[config.mk]
export PLATFORM = sky130hd
export DESIGN_NAME = dma_chain_channel
export DESIGN_NICKNAME = d
export VERILOG_FILES = /design/src/rtl/dmach_pkg.sv /design/src/rtl/dmach_ctrl.sv /design/src/rtl/dmach_ptrs.sv /design/src/rtl/dmach_mover.sv /design/src/rtl/dma_chain_channel.sv
export SDC_FILE = /design/constraint.sdc
export NUM_CORES = 1
export LEC_CHECK = 0
export BUFFER_PORTS_ARGS = -buffer_cell sky130_fd_sc_hd__buf_2
export CORE_UTILIZATION = 25
export CTS_CLUSTER_SIZE = 28
export DETAILED_ROUTE_END_ITERATION = 12
export PLACE_DENSITY = 0.5
export SLEW_MARGIN = 30
export SYNTH_ARGS = -nofsm -noshare
export SYNTH_HDL_FRONTEND = slang
export SYNTH_SLANG_ARGS = --single-unit
[constraint.sdc]
create_clock -name clk -period 6.1 [get_ports clk]
set_input_delay 1.22 -clock clk [delete_from_list [all_inputs] [get_ports clk]]
set_output_delay 1.22 -clock clk [all_outputs]
set_load 0.01 [all_outputs]
[src/rtl/dmach_pkg.sv]
package dmach_pkg;
  // command strobes in a control write
  localparam int CMD_SET_EN  = 16;
  localparam int CMD_SET_SUP = 17;
  localparam int CMD_DIR     = 18;
  localparam int CMD_CLR_CMP = 19;
  localparam int CMD_RESET   = 20;
  localparam int CMD_RESTORE = 21;
  localparam int CMD_LO      = CMD_SET_EN;
  localparam int CMD_W       = CMD_RESTORE - CMD_SET_EN + 1;

  // status bits in a control read
  localparam int ST_EN  = 24;
  localparam int ST_SUP = 25;
  localparam int ST_DIR = 26;
  localparam int ST_CMP = 27;
  localparam int ST_BEX = 28;

  // register indices
  localparam logic [3:0] RA_CSR      = 4'd0;
  localparam logic [3:0] RA_NEXT     = 4'd1;
  localparam logic [3:0] RA_LIMIT    = 4'd2;
  localparam logic [3:0] RA_START    = 4'd3;
  localparam logic [3:0] RA_STOP     = 4'd4;
  localparam logic [3:0] RA_SV_NEXT  = 4'd5;
  localparam logic [3:0] RA_SV_LIMIT = 4'd6;
  localparam logic [3:0] RA_SV_START = 4'd7;
  localparam logic [3:0] RA_SV_STOP  = 4'd8;

  localparam int NPTR = 4;  // next, limit, start, stop

  typedef struct packed {
    logic en;
    logic sup;
    logic dir;   // 1: device to memory
    logic cmp;
    logic bex;
  } flags_t;
endpackage

[src/rtl/dmach_ctrl.sv]
module dmach_ctrl
  import dmach_pkg::*;
(
  input  logic              clk,
  input  logic              rst_n,
  input  logic              csr_wr,
  input  logic [CMD_W-1:0]  cmd,
  input  logic              buf_done,
  input  logic              stop,
  input  logic              err,
  output flags_t            flags
);
  localparam int I_SET_EN  = CMD_SET_EN  - CMD_LO;
  localparam int I_SET_SUP = CMD_SET_SUP - CMD_LO;
  localparam int I_DIR     = CMD_DIR     - CMD_LO;
  localparam int I_CLR_CMP = CMD_CLR_CMP - CMD_LO;
  localparam int I_RESET   = CMD_RESET   - CMD_LO;

  logic do_rst, do_clr;
  assign do_rst = csr_wr & cmd[I_RESET];
  assign do_clr = csr_wr & (cmd[I_CLR_CMP] | cmd[I_RESET]);

  // clears first, then sets and hardware events
  always_ff @(posedge clk) begin
    if (!rst_n) begin
      flags <= '0;
    end else begin
      flags.en  <= (flags.en & ~do_rst & ~err & ~stop) | (csr_wr & cmd[I_SET_EN]);
      flags.sup <= (flags.sup & ~do_rst) | (csr_wr & cmd[I_SET_SUP]);
      flags.dir <= csr_wr ? cmd[I_DIR] : flags.dir;
      flags.cmp <= (flags.cmp & ~do_clr) | buf_done;
      flags.bex <= (flags.bex & ~do_rst) | err;
    end
  end
endmodule

[src/rtl/dmach_ptrs.sv]
module dmach_ptrs
  import dmach_pkg::*;
#(
  parameter int ADDR_W  = 32,
  parameter int STEP    = 4,
  parameter int BEG_LSB = 2,
  parameter int END_LSB = 4
) (
  input  logic                       clk,
  input  logic                       rst_n,
  input  logic                       wr_en,
  input  logic [1:0]                 wr_sel,
  input  logic [ADDR_W-1:0]          wdata,
  input  logic                       restore,
  input  logic                       chain,
  input  logic                       beat,
  input  logic                       snap,
  output logic [NPTR-1:0][ADDR_W-1:0] ptr,
  output logic [NPTR-1:0][ADDR_W-1:0] sv
);
  for (genvar gi = 0; gi < NPTR; gi++) begin : g_ptr
    // odd slots (limit, stop) are end addresses
    localparam int LSB = (gi % 2 == 1) ? END_LSB : BEG_LSB;
    localparam logic [ADDR_W-1:0] MASK = {ADDR_W{1'b1}} << LSB;
    logic [ADDR_W-1:0] q, sq, chain_v, snap_v;

    assign chain_v = (gi == 0) ? ptr[2] : ptr[3];
    assign snap_v  = (gi == 0 && chain) ? ptr[1] : q;

    always_ff @(posedge clk) begin
      if (!rst_n) begin
        q <= '0;
      end else if (restore) begin
        q <= sq;
      end else if (wr_en && wr_sel == 2'(gi)) begin
        q <= wdata & MASK;
      end else if (chain && gi < 2) begin
        q <= chain_v;
      end else if (beat && gi == 0) begin
        q <= q + ADDR_W'(STEP);
      end
    end

    always_ff @(posedge clk) begin
      if (!rst_n)    sq <= '0;
      else if (snap) sq <= snap_v;
    end

    assign ptr[gi] = q;
    assign sv[gi]  = sq;
  end
endmodule

[src/rtl/dmach_mover.sv]
module dmach_mover #(
  parameter int ADDR_W = 32,
  parameter int DATA_W = 32
) (
  input  logic              act,
  input  logic              dir,
  input  logic [ADDR_W-1:0] addr,
  output logic              mem_req,
  output logic              mem_we,
  output logic [ADDR_W-1:0] mem_addr,
  output logic [DATA_W-1:0] mem_wdata,
  input  logic              mem_ack,
  input  logic              mem_err,
  input  logic [DATA_W-1:0] mem_rdata,
  input  logic              dev_in_valid,
  output logic              dev_in_ready,
  input  logic [DATA_W-1:0] dev_in_data,
  output logic              dev_out_valid,
  input  logic              dev_out_ready,
  output logic [DATA_W-1:0] dev_out_data,
  output logic              beat,
  output logic              err
);
  logic ok;

  assign mem_req   = act & (dir ? dev_in_valid : 1'b1);
  assign mem_we    = dir;
  assign mem_addr  = addr;
  assign mem_wdata = dev_in_data;
  assign ok        = mem_req & mem_ack & ~mem_err;
  assign err       = mem_req & mem_ack & mem_err;

  assign dev_in_ready  = dir & ok;
  assign dev_out_valid = ~dir & ok;
  assign dev_out_data  = mem_rdata;

  assign beat = dir ? (dev_in_valid & dev_in_ready) : (dev_out_valid & dev_out_ready);
endmodule

[src/rtl/dma_chain_channel.sv]
module dma_chain_channel
  import dmach_pkg::*;
#(
  parameter int ADDR_W  = 32,
  parameter int DATA_W  = 32,
  parameter int BEG_LSB = 2,
  parameter int END_LSB = 4
) (
  input  logic              clk,
  input  logic              rst_n,
  input  logic              reg_wr_en,
  input  logic [3:0]        reg_addr,
  input  logic [31:0]       reg_wdata,
  output logic [31:0]       reg_rdata,
  output logic              mem_req,
  output logic              mem_we,
  output logic [ADDR_W-1:0] mem_addr,
  output logic [DATA_W-1:0] mem_wdata,
  input  logic              mem_ack,
  input  logic              mem_err,
  input  logic [DATA_W-1:0] mem_rdata,
  input  logic              dev_in_valid,
  output logic              dev_in_ready,
  input  logic [DATA_W-1:0] dev_in_data,
  output logic              dev_out_valid,
  input  logic              dev_out_ready,
  output logic [DATA_W-1:0] dev_out_data,
  output logic              irq
);
  localparam int STEP = DATA_W / 8;

  flags_t flags;
  logic [NPTR-1:0][ADDR_W-1:0] ptr, sv;
  logic en_q, sup_q, cmp_q, bex_q;
  logic [ADDR_W-1:0] next_q, limit_q, start_q, stop_q;
  logic csr_wr, ptr_wr, restore;
  logic [1:0] wr_sel;
  logic empty, last_word, act, beat, err, buf_done, chain, stop;

  assign en_q    = flags.en;
  assign sup_q   = flags.sup;
  assign cmp_q   = flags.cmp;
  assign bex_q   = flags.bex;
  assign next_q  = ptr[0];
  assign limit_q = ptr[1];
  assign start_q = ptr[2];
  assign stop_q  = ptr[3];

  assign csr_wr  = reg_wr_en && reg_addr == RA_CSR;
  assign ptr_wr  = reg_wr_en && reg_addr >= RA_NEXT && reg_addr <= RA_STOP;
  assign wr_sel  = 2'(reg_addr - RA_NEXT);
  assign restore = csr_wr & reg_wdata[CMD_RESTORE];

  assign empty     = next_q == limit_q;
  assign last_word = (next_q + ADDR_W'(STEP)) == limit_q;
  assign act       = en_q & ~empty;
  assign buf_done  = en_q & ~err & (empty | (beat & last_word));
  assign chain     = buf_done & ~sup_q;
  assign stop      = buf_done & sup_q;

  dmach_ctrl u_ctrl (
    .clk(clk), .rst_n(rst_n), .csr_wr(csr_wr),
    .cmd(reg_wdata[CMD_LO +: CMD_W]),
    .buf_done(buf_done), .stop(stop), .err(err), .flags(flags)
  );

  dmach_ptrs #(.ADDR_W(ADDR_W), .STEP(STEP), .BEG_LSB(BEG_LSB), .END_LSB(END_LSB)) u_ptrs (
    .clk(clk), .rst_n(rst_n), .wr_en(ptr_wr), .wr_sel(wr_sel),
    .wdata(reg_wdata[ADDR_W-1:0]), .restore(restore), .chain(chain),
    .beat(beat), .snap(chain | err), .ptr(ptr), .sv(sv)
  );

  dmach_mover #(.ADDR_W(ADDR_W), .DATA_W(DATA_W)) u_mover (
    .act(act), .dir(flags.dir), .addr(next_q),
    .mem_req(mem_req), .mem_we(mem_we), .mem_addr(mem_addr), .mem_wdata(mem_wdata),
    .mem_ack(mem_ack), .mem_err(mem_err), .mem_rdata(mem_rdata),
    .dev_in_valid(dev_in_valid), .dev_in_ready(dev_in_ready), .dev_in_data(dev_in_data),
    .dev_out_valid(dev_out_valid), .dev_out_ready(dev_out_ready), .dev_out_data(dev_out_data),
    .beat(beat), .err(err)
  );

  always_comb begin
    reg_rdata = '0;
    case (reg_addr)
      RA_CSR: begin
        reg_rdata[ST_EN]  = flags.en;
        reg_rdata[ST_SUP] = flags.sup;
        reg_rdata[ST_DIR] = flags.dir;
        reg_rdata[ST_CMP] = flags.cmp;
        reg_rdata[ST_BEX] = flags.bex;
      end
      RA_NEXT:     reg_rdata = 32'(ptr[0]);
      RA_LIMIT:    reg_rdata = 32'(ptr[1]);
      RA_START:    reg_rdata = 32'(ptr[2]);
      RA_STOP:     reg_rdata = 32'(ptr[3]);
      RA_SV_NEXT:  reg_rdata = 32'(sv[0]);
      RA_SV_LIMIT: reg_rdata = 32'(sv[1]);
      RA_SV_START: reg_rdata = 32'(sv[2]);
      RA_SV_STOP:  reg_rdata = 32'(sv[3]);
      default:     reg_rdata = '0;
    endcase
  end

  assign irq = flags.cmp | flags.bex;
endmodule

==> results of run 1 <==
[final timing paths]
path	cells past startpoint	slack [ps]	end
hold reg to reg	2	470	u_ptrs.g_ptr[1].q[2]$_SDFFE_PN0P_
setup / recovery	11	900	u_ptrs.g_ptr[1].q[28]$_SDFFE_PN0P_
setup reg to reg	11	900	u_ptrs.g_ptr[1].q[28]$_SDFFE_PN0P_
hold / removal	2	470	u_ptrs.g_ptr[1].q[2]$_SDFFE_PN0P_
[stage by stage]
stage | instances | util (%)
2_1_floorplan | 1925 | -
4_1_cts | 2696 | 27.73
3_5_place_dp | 2640 | 26.14
6_report | 2698 | 27.78
5_1_grt | 2698 | 27.78
3_3_place_gp | 2640 | 26.14
[cell families after synthesis]
family	Yosys count	synth area share, %
buffers and inverters	297	10.01
multiplexers	210	13.19
AND/OR/NAND/NOR	658	18.71
flip-flops	261	32.72
adder cells (fa/ha/maj)	1	0.07835
AO/OA/AOI/OAI	420	20.58
XOR/XNOR	78	4.717
[state kept, by name, indices dropped and copies added, names as in the netlist]
signal	flops
u_ptrs.g_ptr.sq	128
u_ptrs.g_ptr.chain_v	64
u_ctrl.flags	5
u_ptrs.g_ptr.q	64
[worst reg2reg max path, stage by stage, from the launching register on]
cell	delay (ps)
dfxtp_1	650
ha_1	320
inv_1	90
or4_1	710
or4_1	700
mux2i_1	220
a2111o_1	400
or4_4	590
o21ai_4	480
and2_1	420
buf_4	340
a221o_1	190
[routing by layer]
metal	track usage, %	vias to the layer above	part of all wire [%]
met2	30.20	606	46
met5	0	-	0
met4	6.347	0	2.5
met1	25.74	7320	44
li1	-	6710	-
met3	3.103	103	7.1
[final cells by class]
class                      count  share of cell area, %
antenna                        1                0.01428
clock buffer                  44                  5.162
clock inverter                12                 0.5569
inverter                      15                 0.3213
multi-input combinational   1367                  52.75
sequential                   261                  29.82
tap                          846                  6.041
timing repair buffer         152                  5.334
[Yosys cell counts (all sizes together) (4+ instances only)]
master | count | area share [%]
o21a | 5 | 0.24
or4 | 7 | 0.35
a22oi | 120 | 5.6
xnor2 | 30 | 1.6
xnor3 | 4 | 0.56
or2 | 6 | 0.24
a211oi | 57 | 2.7
a21oi | 33 | 1.0
nand2 | 315 | 7.4
nand3 | 52 | 1.6
nor4b | 7 | 0.42
a22o | 19 | 1.0
or3 | 6 | 0.24
and3 | 12 | 0.47
a311oi | 28 | 1.5
nor2b | 5 | 0.20
mux2i | 207 | 13
a21boi | 4 | 0.19
nor4 | 16 | 0.71
o21ai | 26 | 0.84
a221o | 16 | 1.0
dfxtp | 261 | 33
nand4 | 47 | 1.9
inv | 15 | 0.35
o211a | 28 | 1.8
o221ai | 25 | 1.4
clkbuf | 139 | 3.3
nand2b | 7 | 0.27
a211o | 21 | 1.2
nor2 | 143 | 3.4
nor3 | 19 | 0.67
a222oi | 5 | 0.31
o31ai | 5 | 0.24
and2 | 5 | 0.20
buf | 143 | 6.4
xor2 | 43 | 2.4
[power breakdown]
| group | internal [uW] | switching [uW] | leakage (uW) |
|---|---|---|---|
| clock | 1070 | 796 | 0.000496 |
| sequential | 1730 | 41.6 | 0.00211 |
| combinational | 102 | 222 | 0.00481 |
==> reports/results.ini, run 1 <==
[drt]
routed_wire_length_per_instance_um = 23.21
drcViolationCount = 0
vias_per_cell = 5.463
routed_wl_mm = 62.61
ant_nets = 0
firstDrtPassIters = 5
dr.first_iter.drc_count = 1477
vias = 14740

[worst_setup_path]
crit_fanout = 10
arrival_ps = 5720
worstSetupEndpointType = flip-flop
crit_path_top_delay_cell = or4_1
crit_top_cell = or4_1
crit_chain = ha_1, inv_1, or4_1, or4_1, mux2i_1, a2111o_1, or4_4, o21ai_4, and2_1, buf_4, a221o_1
cp_num_buf_inv = 2
regToRegStartpoint = u_ptrs.g_ptr[0].q[3]$_SDFFE_PN0P_
path_class = flip-flop to flip-flop
crit_required_ps = 6620
critPathMaxStageDelay_ps = 710
critPathLaunch = u_ptrs.g_ptr[0].q[3]$_SDFFE_PN0P_
crit_path_start_kind = flip-flop
worst_path_dominant_cell_family = simple AND/OR/NAND/NOR gates

[yosys]
postSynth.asyncResetShare_pct = 0
synth-seq-cells = 261
yosysSeqAreaShare_pct = 32.72
synth_edf_count = 0
syn_inst = 1925
syn_nets = 2033
syn_area_per_cell_um2 = 8.295
synthDistinctLibCells = 76
ys_warn_count = 0
netlist_area_um2 = 15970
synth_ff_type = dfxtp_1

[placement]
port_buffers = 109
dpl-instance-area_um2 = 16490
place_ws_ps = 981.8
place_congestion = 0.9191
hpwl_mm = 40.99

[die]
start_util_pct = 25.31
fp.dieArea_um2 = 64880
die_h_um = 254.7
core_um2 = 63080
die_w_um = 254.7
rows = 92
ios = 240

[sta]
fin_ws_ps = 903.3
slew_violations = 0
tightest_slew_ps = 996.5
finClkSkew_ps = 33.54
fin_tns_setup_ps = 0
rsz0062_at_grt = false
max_freq_ghz = 0.1924
finalSetupViolCount = 0
min_period_ps = 5197
relSlewSlack_pct = 33.41
fin_crit_sh_pct = 85.19
hold_viol_final = 0
whs_ps = 469.2

[grt]
grt-ovfl-total = 0
grt_use_total_pct = 18.94
grt_max_degree = 150
antenna_found_initial = 2
grt_pass1_vias = 14350
grt_pass1_wl_mm = 93.59

[job]
max_cap_violations = 0

[final_layout]
syn2layout_area_growth_pct = 9.740
stdcell_area_um2 = 17520
drive_gt1_share_pct = 12.97
multi_input_area_um2 = 9244
layout_common_cells = 313 x nand2_1, 261 x dfxtp_1, 207 x mux2i_1
layout_commonest_cell = nand2_1
final_net_count = 1936
fillers = 6827
seqCellArea_um2 = 5225

[clocking]
path_clk_slew_ps = 60
insertion_delay_ps = 600
ctsRootBufferMaster = clkbuf_16
cts_buffers = 31
cts_hold_buf = 0
cts_sinks = 261
cts_setup_buffers = 0
post_cts_resized = 0
cts_max_level = 1
cts_tree = yes
clk_path_buf_depth = 3

[min_path]
hold_class = flip-flop to flip-flop
min_from = u_ptrs.g_ptr[1].sq[2]$_SDFFE_PN0P_

[power_and_ir_drop]
power_uw = 3954
peakVddDrop_mv = 0.2199
power_leakage_uw = 0.007410
pwr_density_cell_nw_per_um2 = 225.7

[outcome]
status = finished, final reports clean

No activity file was read; power rests on OpenSTA's default activity.
==> run 2: changes to the inputs <==
--- a/config.mk
+++ b/config.mk
@@ -5,11 +5,11 @@
 export SDC_FILE = /design/constraint.sdc
 export NUM_CORES = 1
 export LEC_CHECK = 0
-export BUFFER_PORTS_ARGS = -buffer_cell sky130_fd_sc_hd__buf_2
 export CORE_UTILIZATION = 25
 export CTS_CLUSTER_SIZE = 28
 export DETAILED_ROUTE_END_ITERATION = 12
-export PLACE_DENSITY = 0.5
+export DONT_BUFFER_PORTS = 1
+export PLACE_DENSITY = 0.43
 export SLEW_MARGIN = 30
 export SYNTH_ARGS = -nofsm -noshare
 export SYNTH_HDL_FRONTEND = slang
==> run 2 against run 1 <==
Effect of this change: worst hold slack lost 1.6 ps; non-clock buffer count decreased by 112; die area is the same; critical path type unchanged; largest power group unchanged; highest routed layer is now met5.
==> reports/results.ini, run 2 (synthesis results as in run 1) <==
[worst_setup_path]
crit_fanout = 96  ; was 10
crit_path_top_delay_cell = or4_1  ; unchanged
crit_chain = nand3_1, or4_1, or4_1, mux2i_1, a2111o_1, or4_4, o21ai_4, buf_12, nor2_4, buf_12, mux2i_1  ; was ha_1, inv_1, or4_1, or4_1, mux2i_1, a2111o_1, or4_4, o21ai_4, and2_1, buf_4, a221o_1
regToRegStartpoint = u_ptrs.g_ptr[0].q[9]$_SDFFE_PN0P_  ; was u_ptrs.g_ptr[0].q[3]$_SDFFE_PN0P_
reg2regPathDepth = 11  ; unchanged
cp_num_buf_inv = 2  ; unchanged
crit_required_ps = 6490  ; was 6620 ps
arrival_ps = 5560  ; was 5720 ps
worstSetupEndpointType = flip-flop  ; unchanged
rrSetupSlack_ps = 930  ; was 900 ps
timing.rr.end = u_ptrs.g_ptr[2].sq[15]$_SDFFE_PN0P_  ; was u_ptrs.g_ptr[1].q[28]$_SDFFE_PN0P_
critPathMaxStageDelay_ps = 780  ; was 710 ps
crit_path_start_kind = flip-flop  ; unchanged
worst_path_dominant_cell_family = simple AND/OR/NAND/NOR gates  ; unchanged
path_class = flip-flop to flip-flop  ; unchanged

[power_and_ir_drop]
power_leakage_uw = 0.006929  ; was 0.007410 uW
power_uw = 4095  ; was 3954 uW
peakVddDrop_mv = 0.1245  ; was 0.2199 mV
pwr_density_cell_nw_per_um2 = 239.6  ; was 225.7 nW/um^2

[final_layout]
layout_common_cells = 312 x nand2_1, 261 x dfxtp_1, 207 x mux2i_1  ; was 313 x nand2_1, 261 x dfxtp_1, 207 x mux2i_1
drive_gt1_share_pct = 7.511  ; was 12.97%
syn2layout_area_growth_pct = 7.037  ; was 9.740%
multi_input_area_um2 = 9240  ; was 9244 um^2
layout_commonest_cell = nand2_1  ; unchanged
largest_reg_flops = 128  ; unchanged
stdcell_area_um2 = 17090  ; was 17520 um^2
regMostFlops = u_ptrs.g_ptr.sq  ; unchanged
fillers = 6845  ; was 6827
post-route-util_pct = 27.09  ; was 27.78%
antenna-diode-count = 0  ; was 1
final_net_count = 1828  ; was 1936
seqCellArea_um2 = 5225  ; unchanged

[sta]
relSlewSlack_pct = 38.43  ; was 33.41%
finClkSkew_ps = 13.15  ; was 33.54 ps
rsz0062_at_grt = false  ; unchanged
min_period_ps = 5171  ; was 5197 ps
fin_ws_ps = 929.5  ; was 903.3 ps
finalSetupViolCount = 0  ; unchanged
tightest_slew_ps = 923.5  ; was 996.5 ps
fin_crit_sh_pct = 84.76  ; was 85.19%
fin_tns_setup_ps = 0  ; unchanged
max_freq_ghz = 0.1934  ; was 0.1924 GHz
slew_violations = 0  ; unchanged
hold_viol_final = 0  ; unchanged

[placement]
place_ws_ps = 950.7  ; was 981.8 ps
dpl-instance-area_um2 = 15940  ; was 16490 um^2
place_congestion = 0.9106  ; was 0.9191
port_buffers = 0  ; was 109
hpwl_mm = 41.25  ; was 40.99 mm

[min_path]
worstHoldPathCells = 2  ; unchanged
hold_class = flip-flop to flip-flop  ; unchanged
min_from = u_ptrs.g_ptr[1].sq[3]$_SDFFE_PN0P_  ; was u_ptrs.g_ptr[1].sq[2]$_SDFFE_PN0P_
min_to = u_ptrs.g_ptr[1].q[3]$_SDFFE_PN0P_  ; was u_ptrs.g_ptr[1].q[2]$_SDFFE_PN0P_

[clocking]
path_clk_slew_ps = 60  ; about the same
ctsRootBufferMaster = clkbuf_16  ; unchanged
cts_setup_buffers = 0  ; unchanged
cts_sinks = 261  ; unchanged
clk_path_buf_depth = 3  ; unchanged
cts_hold_buf = 0  ; unchanged
cts_buffers = 35  ; was 31
insertion_delay_ps = 550  ; was 600 ps
cts_max_level = 2  ; was 1
cts_tree = yes  ; unchanged
post_cts_resized = 0  ; unchanged

[grt]
grt_util_met1_pct = 25.20  ; was 25.74%
grt.busiest_layer = met2  ; unchanged
grt_pass1_wl_mm = 94.29  ; was 93.59 mm
antenna_found_initial = 1  ; was 2
met3_usage_pct = 5.032  ; was 3.103%
grtUsageMet2_pct = 31.99  ; was 30.20%
grt_use_total_pct = 19.48  ; was 18.94%
grt_pass1_vias = 13730  ; was 14350
grt-ovfl-total = 0  ; unchanged
grt_max_degree = 266  ; was 150

[die]
core_um2 = 63080  ; unchanged
ios = 240  ; unchanged
rows = 92  ; unchanged
fp.dieArea_um2 = 64880  ; unchanged
start_util_pct = 25.31  ; unchanged
die_w_um = 254.7  ; unchanged
die_h_um = 254.7  ; unchanged

[outcome]
status = finished, final reports clean  ; unchanged

[drt]
dr.first_iter.drc_count = 1190  ; was 1477
vias_per_cell = 5.524  ; was 5.463
ant_nets = 0  ; unchanged
firstDrtPassIters = 7  ; was 5
drcViolationCount = 0  ; unchanged
routed_wl_mm = 64.20  ; was 62.61 mm
vias = 14310  ; was 14740
routed_wire_length_per_instance_um = 24.79  ; was 23.21 um

[job]
max_cap_violations = 0  ; unchanged

-- run 2: cell count changes in the layout (fill, tap and decap cells not counted), sizes merged --
cell,before,now
buf,151,40
inv,16,14
bufinv,1,2
diode,1,0
clkbuf,45,50
-- run 2: worst max path at each step --
stage                                                 start                             endpoint  depth (start not counted)
after floorplan           u_ptrs.g_ptr[0].q[2]$_SDFFE_PN0P_   u_ptrs.g_ptr[1].q[15]$_SDFFE_PN0P_                         14
after global placement    u_ptrs.g_ptr[0].q[9]$_SDFFE_PN0P_   u_ptrs.g_ptr[1].q[16]$_SDFFE_PN0P_                         10
after detailed placement  u_ptrs.g_ptr[0].q[9]$_SDFFE_PN0P_  u_ptrs.g_ptr[2].sq[15]$_SDFFE_PN0P_                         11
after CTS                 u_ptrs.g_ptr[0].q[9]$_SDFFE_PN0P_  u_ptrs.g_ptr[3].sq[12]$_SDFFE_PN0P_                         11
after global routing      u_ptrs.g_ptr[0].q[9]$_SDFFE_PN0P_   u_ptrs.g_ptr[3].sq[8]$_SDFFE_PN0P_                         11
final                     u_ptrs.g_ptr[0].q[9]$_SDFFE_PN0P_  u_ptrs.g_ptr[2].sq[15]$_SDFFE_PN0P_                         11
-- run 2: area by class of cell --
type,count,area share (%)
Multi-Input combinational cell,1367,54.06
Sequential cell,261,30.57
Tap cell,846,6.193
Clock buffer,50,6.054
Timing Repair Buffer,40,2.116
Clock inverter,11,0.6662
Inverter,15,0.3367
-- run 2: worst register-to-register path, stage by stage (launching register included) --
cell and delay (ps):
dfxtp_1 690, nand3_1 460, or4_1 780, or4_1 690, mux2i_1 210, a2111o_1 410, or4_4 590, o21ai_4 170
buf_12 310, nor2_4 60, buf_12 320, mux2i_1 340
-- run 2: power by group --
group	switching [uW]	internal (uW)	total (uW)
clock	813	1260	2080
combinational	161	85.3	246
sequential	45.9	1730	1770
-- run 2: metal layers --
| metal | part of all wire [%] | vias up |
|---|---|---|
| li1 | - | 6514 |
| met3 | 7.9 | 90 |
| met5 | 0.023 | - |
| met2 | 47 | 532 |
| met1 | 43 | 7168 |
| met4 | 1.9 | 2 |
-- run 2: stage by stage --
step           cells  hold slack (ps)
6_report        2590            467.6
3_5_place_dp    2529            460.2
5_1_grt         2590            494.2
4_1_cts         2590            469.8
3_3_place_gp    2528            453.9
2_1_floorplan   1925            440.5
==> run 3: changes to the inputs <==
--- a/config.mk
+++ b/config.mk
@@ -5,11 +5,12 @@
 export SDC_FILE = /design/constraint.sdc
 export NUM_CORES = 1
 export LEC_CHECK = 0
+export ABC_AREA = 1
 export CORE_UTILIZATION = 25
 export CTS_CLUSTER_SIZE = 28
 export DETAILED_ROUTE_END_ITERATION = 12
 export DONT_BUFFER_PORTS = 1
-export PLACE_DENSITY = 0.43
+export PLACE_DENSITY = 0.45
 export SLEW_MARGIN = 30
 export SYNTH_ARGS = -nofsm -noshare
 export SYNTH_HDL_FRONTEND = slang
==> constraint.sdc (replaced) <==
create_clock -name clk -period 4.5 [get_ports clk]
set_input_delay 0.9 -clock clk [delete_from_list [all_inputs] [get_ports clk]]
set_output_delay 0.9 -clock clk [all_outputs]
set_load 0.01 [all_outputs]
==> run 3 against run 2 <==
Effect of this change: power increased by 39%; sequential share of layout area decreased by 0.21 points; first-iteration DRC count increased by 64%; maximum frequency increased by 36%; critical path type unchanged.
==> reports/results.ini, run 3 <==
[drt]
firstDrtPassIters = 9  ; was 7
vias_per_cell = 5.199  ; was 5.524
drcViolationCount = 0  ; unchanged
dr.first_iter.drc_count = 1954  ; was 1190
routed_wire_length_per_instance_um = 22.96  ; was 24.79 um
vias = 16450  ; was 14310
routed_wl_mm = 72.63  ; was 64.20 mm
ant_nets = 0  ; unchanged

[worst_setup_path]
reg2regPathDepth = 19  ; was 11
crit_path_start_kind = flip-flop  ; unchanged
rrSetupSlack_ps = 690  ; was 930 ps
crit_cells = 19  ; was 11
critPathMaxStageDelay_ps = 480  ; was 780 ps
regToRegStartpoint = u_ptrs.g_ptr[0].q[3]$_SDFFE_PN0P_  ; was u_ptrs.g_ptr[0].q[9]$_SDFFE_PN0P_
path_class = flip-flop to flip-flop  ; unchanged
arrival_ps = 4250  ; was 5560 ps
endpoint = u_ptrs.g_ptr[0].sq[3]$_SDFFE_PN0P_  ; was u_ptrs.g_ptr[2].sq[15]$_SDFFE_PN0P_
worstSetupEndpointType = flip-flop  ; unchanged
worst_path_dominant_cell_family = simple AND/OR/NAND/NOR gates  ; unchanged
cp_num_buf_inv = 1  ; was 2
crit_fanout = 53  ; was 96
critPathLaunch = u_ptrs.g_ptr[0].q[3]$_SDFFE_PN0P_  ; was u_ptrs.g_ptr[0].q[9]$_SDFFE_PN0P_
timing.rr.end = u_ptrs.g_ptr[0].sq[3]$_SDFFE_PN0P_  ; was u_ptrs.g_ptr[2].sq[15]$_SDFFE_PN0P_
crit_chain = ha_1, nand2_1, nor2_2, nand3_4, nor2_1, nand2_1, nand2_1, nand2_1, nor2_1, nand2_1, nor2_1, nand3_1, nand2_1, nand3_2, nand2_4, buf_4, nor2_1, nor2_1, nor2_1  ; was nand3_1, or4_1, or4_1, mux2i_1, a2111o_1, or4_4, o21ai_4, buf_12, nor2_4, buf_12, mux2i_1
crit_path_top_delay_cell = dfxtp_1  ; was or4_1
crit_required_ps = 4940  ; was 6490 ps

[grt]
grt_use_total_pct = 22.02  ; was 19.48%
grt_pass1_vias = 15180  ; was 13730
grt-ovfl-total = 0  ; unchanged
grt_pass1_wl_mm = 105.4  ; was 94.29 mm
antenna_found_initial = 0  ; was 1
grt_max_degree = 210  ; was 266

[yosys]
yosysSeqAreaShare_pct = 32.98  ; was 32.72%
yosysTopAreaCellShare_pct = 32.98  ; was 32.72%
synth_common_cells = 527 x nand2_1, 328 x inv_1, 261 x dfxtp_1  ; was 314 x nand2_1, 261 x dfxtp_1, 207 x mux2i_1
yosysMostFrequentCell = nand2_1  ; unchanged
synth_edf_count = 0  ; unchanged
synth_ff_type = dfxtp_1  ; unchanged
synth-seq-cells = 261  ; unchanged
ys_warn_count = 0  ; unchanged
syn_inst = 2456  ; was 1925
netlist_area_um2 = 15850  ; was 15970 um^2
syn_area_per_cell_um2 = 6.452  ; was 8.295 um^2
synthDistinctLibCells = 40  ; was 76
yosysTopAreaCell = dfxtp_1  ; unchanged
postSynth.asyncResetShare_pct = 0  ; unchanged
synth.area.top_cells = dfxtp_1 33%, nand2_1 12%, inv_1 7.8%  ; was dfxtp_1 33%, mux2i_1 13%, nand2_1 7.4%
syn_nets = 2564  ; was 2033

[final_layout]
post-route-util_pct = 27.68  ; was 27.09%
final_net_count = 2409  ; was 1828
largest_reg_flops = 128  ; unchanged
syn2layout_area_growth_pct = 8.615  ; was 7.037%
layout_commonest_cell = nand2_1  ; unchanged
fillers = 7043  ; was 6845
seqCellArea_um2 = 5225  ; unchanged
layout_common_cells = 526 x nand2_1, 326 x inv_1, 261 x dfxtp_1  ; was 312 x nand2_1, 261 x dfxtp_1, 207 x mux2i_1
drive_gt1_share_pct = 6.581  ; was 7.511%
regMostFlops = u_ptrs.g_ptr.sq  ; unchanged
multi_input_area_um2 = 7981  ; was 9240 um^2

[placement]
place_congestion = 0.8600  ; was 0.9106
hpwl_mm = 48.41  ; was 41.25 mm
port_buffers = 0  ; unchanged

[power_and_ir_drop]
peakVddDrop_mv = 0.2725  ; was 0.1245 mV
power_leakage_uw = 0.006961  ; was 0.006929 uW
pwr_density_cell_nw_per_um2 = 330.9  ; was 239.6 nW/um^2

[sta]
finClkSkew_ps = 19.12  ; was 13.15 ps
rsz0062_at_grt = false  ; unchanged
hold_viol_final = 0  ; unchanged
relSlewSlack_pct = 45.05  ; was 38.43%
fin_tns_setup_ps = 0  ; unchanged
slew_violations = 0  ; unchanged
tightest_slew_ps = 823.3  ; was 923.5 ps
min_period_ps = 3810  ; was 5171 ps
finalSetupViolCount = 0  ; unchanged
max_freq_ghz = 0.2624  ; was 0.1934 GHz
fin_crit_sh_pct = 84.67  ; was 84.76%

[die]
start_util_pct = 25.49  ; was 25.31%
die_w_um = 253.8  ; was 254.7 um
core_um2 = 62170  ; was 63080 um^2
die_h_um = 253.8  ; was 254.7 um
ios = 240  ; unchanged
fp.dieArea_um2 = 64390  ; was 64880 um^2
rows = 91  ; was 92

[min_path]
hold_class = primary input to flip-flop  ; was flip-flop to flip-flop

[clocking]
cts_buffers = 31  ; was 35
clk_path_buf_depth = 3  ; unchanged
cts_hold_buf = 0  ; unchanged
cts_max_level = 1  ; was 2
cts_setup_buffers = 0  ; unchanged
ctsRootBufferMaster = clkbuf_16  ; unchanged
post_cts_resized = 0  ; unchanged
insertion_delay_ps = 590  ; was 550 ps
cts_tree = yes  ; unchanged
path_clk_slew_ps = 60  ; about the same
cts_sinks = 261  ; unchanged

[outcome]
status = finished, final reports clean  ; unchanged

[job]
max_cap_violations = 0  ; unchanged

## run 3: cell count changes in the layout (fill, tap and decap cells not counted), moves of 68 or more
| cell | previous run | this run |
|---|---|---|
| nand3_1 | 52 | 136 |
| inv_1 | 14 | 326 |
| o22ai_1 | 3 | 71 |
| a21oi_1 | 32 | 197 |
| nand2_1 | 312 | 526 |
| mux2i_1 | 207 | 0 |
| o21ai_0 | 18 | 222 |
| a22oi_1 | 120 | 6 |
## run 3: cell type report
| type | count | area share, % |
|---|---|---|
| diodes | 1 | 0.01454 |
| clock buffers | 45 | 5.394 |
| clock inverters | 12 | 0.9887 |
| inverters | 333 | 7.277 |
| multi-input cells | 1607 | 46.38 |
| flip-flops and latches | 261 | 30.36 |
| well taps | 837 | 6.085 |
| repair buffers | 67 | 3.504 |
## run 3: kinds of logic after synthesis
family	after synthesis	synth area share [%]
AO/OA/AOI/OAI	664	23.85
XOR/XNOR	47	2.598
adder cells (fa/ha/maj)	1	0.07895
buffers and inverters	588	16.89
flip-flops	261	32.98
AND/OR/NAND/NOR	895	23.61
## run 3: report_power, final
part / switching [uW] / leakage (uW) / total, uW / internal (uW)
sequential: 57.4 / 0.00211 / 2410 / 2350
combinational: 377 / 0.00431 / 519 / 142
clock: 1110 / 0.000544 / 2770 / 1650
## run 3: metal layers
| metal | vias up | part of all wire, % | global-route usage, % |
|---|---|---|---|
| li1 | 7711 | - | - |
| met3 | 126 | 9.3 | 4.783 |
| met4 | 0 | 2.4 | 6.162 |
| met5 | - | 0 | 0 |
| met1 | 7812 | 45 | 30.68 |
| met2 | 797 | 43 | 33.84 |
## run 3: through the flow
step	instances	setup slack, ps	area (um^2)	hold slack, ps	total power (uW)
3_3_place_gp	3105	695.5	16110	453.1	2969
5_1_grt	3162	385.0	17210	434.9	5871
4_1_cts	3162	674.7	17210	443.5	5717
3_5_place_dp	3105	697.1	16110	454.6	2969
6_report	3163	689.6	17210	435.7	5695
2_1_floorplan	2456	1543	15850	439.5	2850
## run 3: worst min path at each step
stage                               start                                        to  slack [ps]  depth (start not counted)
2_1_floorplan  u_ctrl.flags[3]$_SDFF_PN0_                u_ctrl.flags[3]$_SDFF_PN0_         440                          2
3_3_place_gp   u_ctrl.flags[3]$_SDFF_PN0_                u_ctrl.flags[3]$_SDFF_PN0_         450                          2
3_5_place_dp   u_ctrl.flags[3]$_SDFF_PN0_                u_ctrl.flags[3]$_SDFF_PN0_         450                          2
4_1_cts                             rst_n  u_ptrs.g_ptr[1].chain_v[25]$_SDFFE_PN0P_         440                          2
5_1_grt                             rst_n  u_ptrs.g_ptr[1].chain_v[22]$_SDFFE_PN0P_         430                          2
6_report                            rst_n  u_ptrs.g_ptr[1].chain_v[25]$_SDFFE_PN0P_         440                          2
